$ cat config.mk
export PLATFORM = sky130hd
export DESIGN_NAME = irqagg_top
export DESIGN_NICKNAME = d
export VERILOG_FILES = /design/src/rtl/irqagg_pkg.sv /design/src/rtl/irqagg_pipe_stat.sv /design/src/rtl/irqagg_edge_latch.sv /design/src/rtl/irqagg_top.sv
export SDC_FILE = /design/constraint.sdc
export NUM_CORES = 1
export LEC_CHECK = 0
export ABC_AREA = 1
export CELL_PAD_IN_SITES_DETAIL_PLACEMENT = 0
export CELL_PAD_IN_SITES_GLOBAL_PLACEMENT = 1
export CORE_MARGIN = 5
export CORE_UTILIZATION = 28
export DETAILED_ROUTE_END_ITERATION = 8
export GPL_TIMING_DRIVEN = 0
export PLACE_DENSITY = 0.87
export SLEW_MARGIN = 10
export SYNTH_ARGS = -nofsm -noshare
export SYNTH_HDL_FRONTEND = slang
export SYNTH_SLANG_ARGS = --single-unit
$ cat constraint.sdc
create_clock -name clk -period 1.1 [get_ports clk]
set_input_delay 0.22 -clock clk [delete_from_list [all_inputs] [get_ports clk]]
set_output_delay 0.22 -clock clk [all_outputs]
set_load 0.005 [all_outputs]
$ cat src/rtl/irqagg_pkg.sv
package irqagg_pkg;
  localparam int ADDR_W = 4;
  localparam int DATA_W = 32;
  localparam int EN_LSB = 16;
  localparam logic [ADDR_W-1:0] ADDR_LIVE = 4'h8;
  localparam logic [ADDR_W-1:0] ADDR_MASK = 4'h9;
  localparam logic [ADDR_W-1:0] ADDR_IDENT = 4'hA;
endpackage

$ cat src/rtl/irqagg_pipe_stat.sv
module irqagg_pipe_stat #(
  parameter int NE = 4
) (
  input  logic          clk,
  input  logic          rst_n,
  input  logic [NE-1:0] evt_i,
  input  logic          wr_i,
  input  logic [NE-1:0] clr_i,
  input  logic [NE-1:0] en_i,
  output logic [NE-1:0] status_o,
  output logic [NE-1:0] enable_o,
  output logic          pipe_evt_o
);
  logic [NE-1:0] status_q, enable_q, clr_mask;

  // Write-one-to-clear; a hardware set in the same cycle wins.
  assign clr_mask = wr_i ? clr_i : '0;

  always_ff @(posedge clk or negedge rst_n) begin
    if (!rst_n) begin
      status_q <= '0;
      enable_q <= '0;
    end else begin
      status_q <= (status_q & ~clr_mask) | evt_i;
      if (wr_i) enable_q <= en_i;
    end
  end

  assign status_o   = status_q;
  assign enable_o   = enable_q;
  assign pipe_evt_o = |(status_q & enable_q);
endmodule

$ cat src/rtl/irqagg_edge_latch.sv
module irqagg_edge_latch #(
  parameter int NP = 2
) (
  input  logic          clk,
  input  logic          rst_n,
  input  logic [NP-1:0] pipe_evt_i,
  input  logic          mask_wr_i,
  input  logic          ident_wr_i,
  input  logic [NP-1:0] wbits_i,
  output logic [NP-1:0] live_o,
  output logic [NP-1:0] mask_o,
  output logic [NP-1:0] ident_o
);
  logic [NP-1:0] evt_prev_q, mask_q, ident_q;
  logic [NP-1:0] rise, set_v, clr_v;

  assign rise  = pipe_evt_i & ~evt_prev_q;
  assign set_v = rise & ~mask_q;
  assign clr_v = ident_wr_i ? wbits_i : '0;

  always_ff @(posedge clk or negedge rst_n) begin
    if (!rst_n) begin
      evt_prev_q <= '0;
      mask_q     <= '1;
      ident_q    <= '0;
    end else begin
      evt_prev_q <= pipe_evt_i;
      ident_q    <= (ident_q & ~clr_v) | set_v;
      if (mask_wr_i) mask_q <= wbits_i;
    end
  end

  assign live_o  = pipe_evt_i;
  assign mask_o  = mask_q;
  assign ident_o = ident_q;
endmodule

$ cat src/rtl/irqagg_top.sv
module irqagg_top
  import irqagg_pkg::*;
#(
  parameter int NUM_PIPES  = 2,
  parameter int NUM_EVENTS = 4
) (
  input  logic                           clk,
  input  logic                           rst_n,
  input  logic                           reg_wr,
  input  logic                           reg_rd,
  input  logic [ADDR_W-1:0]              reg_addr,
  input  logic [DATA_W-1:0]              reg_wdata,
  output logic [DATA_W-1:0]              reg_rdata,
  input  logic [NUM_PIPES*NUM_EVENTS-1:0] evt_pulse,
  output logic                           irq
);
  localparam int NSTAT = NUM_PIPES * NUM_EVENTS;

  logic [NSTAT-1:0]     status_flat, enable_flat;
  logic [NUM_PIPES-1:0] pipe_evt, live, mask, ident;
  logic [DATA_W-1:0]    rd_mux, rdata_q;
  logic                 mask_wr, ident_wr;
  logic                 unused_wdata;

  assign unused_wdata = ^reg_wdata;

  for (genvar p = 0; p < NUM_PIPES; p++) begin : g_pipe
    logic pipe_wr;
    assign pipe_wr = reg_wr && (reg_addr == ADDR_W'(p));
    irqagg_pipe_stat #(.NE(NUM_EVENTS)) u_stat (
      .clk        (clk),
      .rst_n      (rst_n),
      .evt_i      (evt_pulse[p*NUM_EVENTS +: NUM_EVENTS]),
      .wr_i       (pipe_wr),
      .clr_i      (reg_wdata[NUM_EVENTS-1:0]),
      .en_i       (reg_wdata[EN_LSB +: NUM_EVENTS]),
      .status_o   (status_flat[p*NUM_EVENTS +: NUM_EVENTS]),
      .enable_o   (enable_flat[p*NUM_EVENTS +: NUM_EVENTS]),
      .pipe_evt_o (pipe_evt[p])
    );
  end

  assign mask_wr  = reg_wr && (reg_addr == ADDR_MASK);
  assign ident_wr = reg_wr && (reg_addr == ADDR_IDENT);

  irqagg_edge_latch #(.NP(NUM_PIPES)) u_lvl2 (
    .clk        (clk),
    .rst_n      (rst_n),
    .pipe_evt_i (pipe_evt),
    .mask_wr_i  (mask_wr),
    .ident_wr_i (ident_wr),
    .wbits_i    (reg_wdata[NUM_PIPES-1:0]),
    .live_o     (live),
    .mask_o     (mask),
    .ident_o    (ident)
  );

  always_comb begin
    rd_mux = '0;
    for (int p = 0; p < NUM_PIPES; p++) begin
      if (reg_addr == ADDR_W'(p)) begin
        rd_mux[NUM_EVENTS-1:0]         = status_flat[p*NUM_EVENTS +: NUM_EVENTS];
        rd_mux[EN_LSB +: NUM_EVENTS]   = enable_flat[p*NUM_EVENTS +: NUM_EVENTS];
      end
    end
    if (reg_addr == ADDR_LIVE)  rd_mux[NUM_PIPES-1:0] = live;
    if (reg_addr == ADDR_MASK)  rd_mux[NUM_PIPES-1:0] = mask;
    if (reg_addr == ADDR_IDENT) rd_mux[NUM_PIPES-1:0] = ident;
  end

  always_ff @(posedge clk or negedge rst_n) begin
    if (!rst_n)      rdata_q <= '0;
    else if (reg_rd) rdata_q <= rd_mux;
  end

  assign reg_rdata = rdata_q;
  assign irq       = |ident;
endmodule

==> summary.md, run 1 <==
| Metric | Value |
|---|---|
| Status | `finished with violations` |
| Failing checks | `negative setup slack` |
| Most instantiated library cell after synthesis | `nand2_1` |
| Tmin final | `1.23 ns` |
| Worst VDD drop | `roughly 530 uV` |
| DR pass1 iterations | `4` |
| Crit end category | `primary output` |
| Fin util | `a little over two fifths` |
| Clock Pin Slew Worst Setup and Hold Paths | `0.06 ns` |
| Final cycle utilization of the critical path | `112%` |
| Routed length per instance | `~11 um` |
| Leakage | `~1.3 nW` |
| Port bufs | `32` |
| Nets | `340` |
| Post-synthesis sequential area ratio | `between 40% and 50%` |
| Required @ worst endpoint | `between 0.8 and 0.9 ns` |
| Pwr dens | `between 1000 and 1500 nW/um^2` |
| First-pass GRT wire length | `between 6000 and 7000 um` |
| Critical path arrival | `1.01 ns` |
| CTS sink cnt | `30` |
| HPWL Detailed | `3000 um` |
| Grt ovf | `0` |
| Async SR Flop Fraction | `100%` |
| Most frequent cells after synthesis | `nand2_1 (59), dfrtp_1 (28), buf_4 (24), inv_1 (22), nand3_1 (13)` |
| Worst Setup Slack, final | `-0.128 ns` |
| Clk_lat worst skew | `0.27 ns` |
| Post-synth design cell area | `~1700 sq um` |
| DR vias | `approximately 1500` |
| Die H | `~87 um` |
| Max Cap Viol | `0` |
| Vias per cell | `slightly above 4` |
| Upper clock frequency limit | `814 MHz` |
| Synth Flop Type | `dfrtp_1` |
| Number of enable flip-flop cells after synthesis | `0` |
| Share of layout cells above drive strength 1 | `31.5%` |
| Critical-path cell list | `or2_4, buf_6` |
| Layout area overhead | `47.0%` |
| CTS tree | `yes` |
| Post-Synthesis Cells | `200` |
| Largest cells by area after synthesis | `dfrtp_1 (42%), nand2_1 (13%), buf_4 (11%)` |
| Number of buffer and inverter stages on the critical path | `1` |
| Synth top area share | `~42%` |
| Starting Density | `between 20 and 30%` |
| Synth unique cells | `23` |
| Ant. Diodes | `0` |
| Hold Path Class | `in -> reg` |
| Synthesized flop and latch total | `30` |
| Final setup vio count | `1` |
| # IOs | `approximately 80` |
| Avg Synthesized Cell Area | `slightly above 8 sq um` |
| CTS H-tree depth | `2` |
| CP max-delay cell | `dfrtp_1` |
| Critical path fanouts, max | `2` |
| DRC | `0` |
| Yosys Warn Count | `0` |
| Fill count | `611` |
| Fin. Hold Viols | `0` |
| Delay-heaviest family, CP | `flip-flops` |
| Placed Area | `roughly 2200 sq um` |
| Fin. max-slew vios | `0` |
| Critical Path Max Stage Delay | `0.38 ns` |
| Die area | `approximately 7600 sq um` |
| Core ar. | `around 5900 sq um` |
| GR Util All Layers | `11.2%` |
| Crit Path Category | `reg -> out` |
| Post-route cell area | `between 2000 and 2500 sq um` |
| Bufs on Longest Clock Path | `2` |
| Crit path launch type | `register` |
| Vias in the first global route | `between 1000 and 1500` |
| Worst hold slack | `0.373 ns` |
| Total Routed Length | `4020 um` |
| Die W | `between 80 and 90 um` |
| Antenna Nets Post-Route | `0` |
| FP Rows | `28` |
| CTS root buffer | `clkbuf_8` |
| Cts bufs inserted | `5` |
| GP Congestion | `approximately 0.8` |
| Antenna violations before repair | `0` |
| Final Skew | `between 0.002 and 0.003 ns` |
| Initial DRC Count | `40` |
| RSZ-0062 raised after global routing | `yes` |
| Synth area leader | `dfrtp_1` |
| Largest net degree at the start of global routing | `31` |
## through the flow
stage | setup TNS [ns] | cells | worst slack [ns] | power [mW]
5_1_grt | -0.167 | 367 | -0.155 | 3.12
3_3_place_gp | -35.17 | 330 | -0.702 | 1.99
4_1_cts | -0.133 | 353 | -0.133 | 2.90
6_report | -0.128 | 367 | -0.128 | 2.92
3_5_place_dp | -15.69 | 330 | -0.726 | 2.00
2_1_floorplan | 0 | 223 | 0.102 | 1.73
## final timing paths
path	start	endpoint	slack, ns	cells after the start
max in group asynchronous	rst_n	u_lvl2.mask_o[0]	0.35	2
setup reg to reg	g_pipe[0].u_stat.status_o[3]	reg_rdata[0]	0.07	8
hold / removal	reg_addr[1]	u_lvl2.ident_o[1]	0.37	4
min in group asynchronous	rst_n	u_lvl2.ident_o[1]	0.43	2
hold reg to reg	reg_rdata[18]	reg_rdata[18]	0.48	2
setup / recovery	u_lvl2.ident_o[1]	irq	-0.13	2
## registers in the layout, summed over array words and instances, names as in the netlist
register	flops
u_lvl2.evt_prev_q	2
g_pipe.u_stat.status_o	8
u_lvl2.ident_o	2
reg_rdata	8
g_pipe.u_stat.enable_o	8
u_lvl2.mask_o	2
## worst reg2reg max path, cell delays in order (launching register included)
cell	delay, ns
dfrtp_1	0.40
nand2_1	0.08
nand2_1	0.05
inv_1	0.06
nand2_2	0.06
nand2_1	0.08
nand3_2	0.08
nand2_1	0.07
nand2_1	0.04
## area by class of cell
type | instances | area (sq um) | area share, %
multi-input cells | 142 | 721 | 29.5
flip-flops and latches | 30 | 753 | 30.8
clock buffers | 7 | 76.3 | 3.12
repair buffers | 62 | 499 | 20.4
plain buffers | 27 | 208 | 8.50
well taps | 75 | 93.8 | 3.84
inverters | 24 | 92.6 | 3.79
## timing repair
| action | in CTS | in global routing |
|---|---|---|
| pin swaps | 6 | 7 |
| endpoints found under the setup margin | 37 | 36 |
| gates resized for setup | 40 | 18 |
| setup buffers | 15 | 13 |
| hold buffers | 1 | 0 |
| endpoints found under the hold margin | 28 | 0 |
| gates cloned | 0 | 1 |
## logic make-up after synthesis
logic type / share of synthesized area (%)
flops: 45.3
buf+inv: 17.8
compound gates: 10.4
simple gates: 26.3
other cells: 0.226
## layer usage
metal	routed length [um]	up-vias	track usage [%]
li1	-	765	-
met1	1650	667	13.5
met2	2040	41	18.7
met3	266	7	3.50
met4	63	0	4.25
met5	0	-	0
## power by group
group          switching [mW]  total, mW  internal, mW  leakage (nW)
combinational           0.359      0.758         0.399         0.885
clock                   0.364      0.798         0.434        0.0383
sequential             0.0878       1.36          1.27         0.331
## layout by cell type (no fill, tap or decap), types with 6 or more instances in the layout
cell type	n
a21o_1	8
buf_2	6
buf_4	52
clkdlybuf4s50_1	17
conb_1	24
dfrtp_1	28
inv_1	21
nand2_1	57
nand3_1	12
o21ai_0	8
o21ai_1	6
(Power assumes the default switching activity.)
==> run 2, diff against run 1 <==
CAP_MARGIN = 20   (was default)
==> results of run 2 <==
No change in the layout: final DEF, timing and power equal those of run 1.
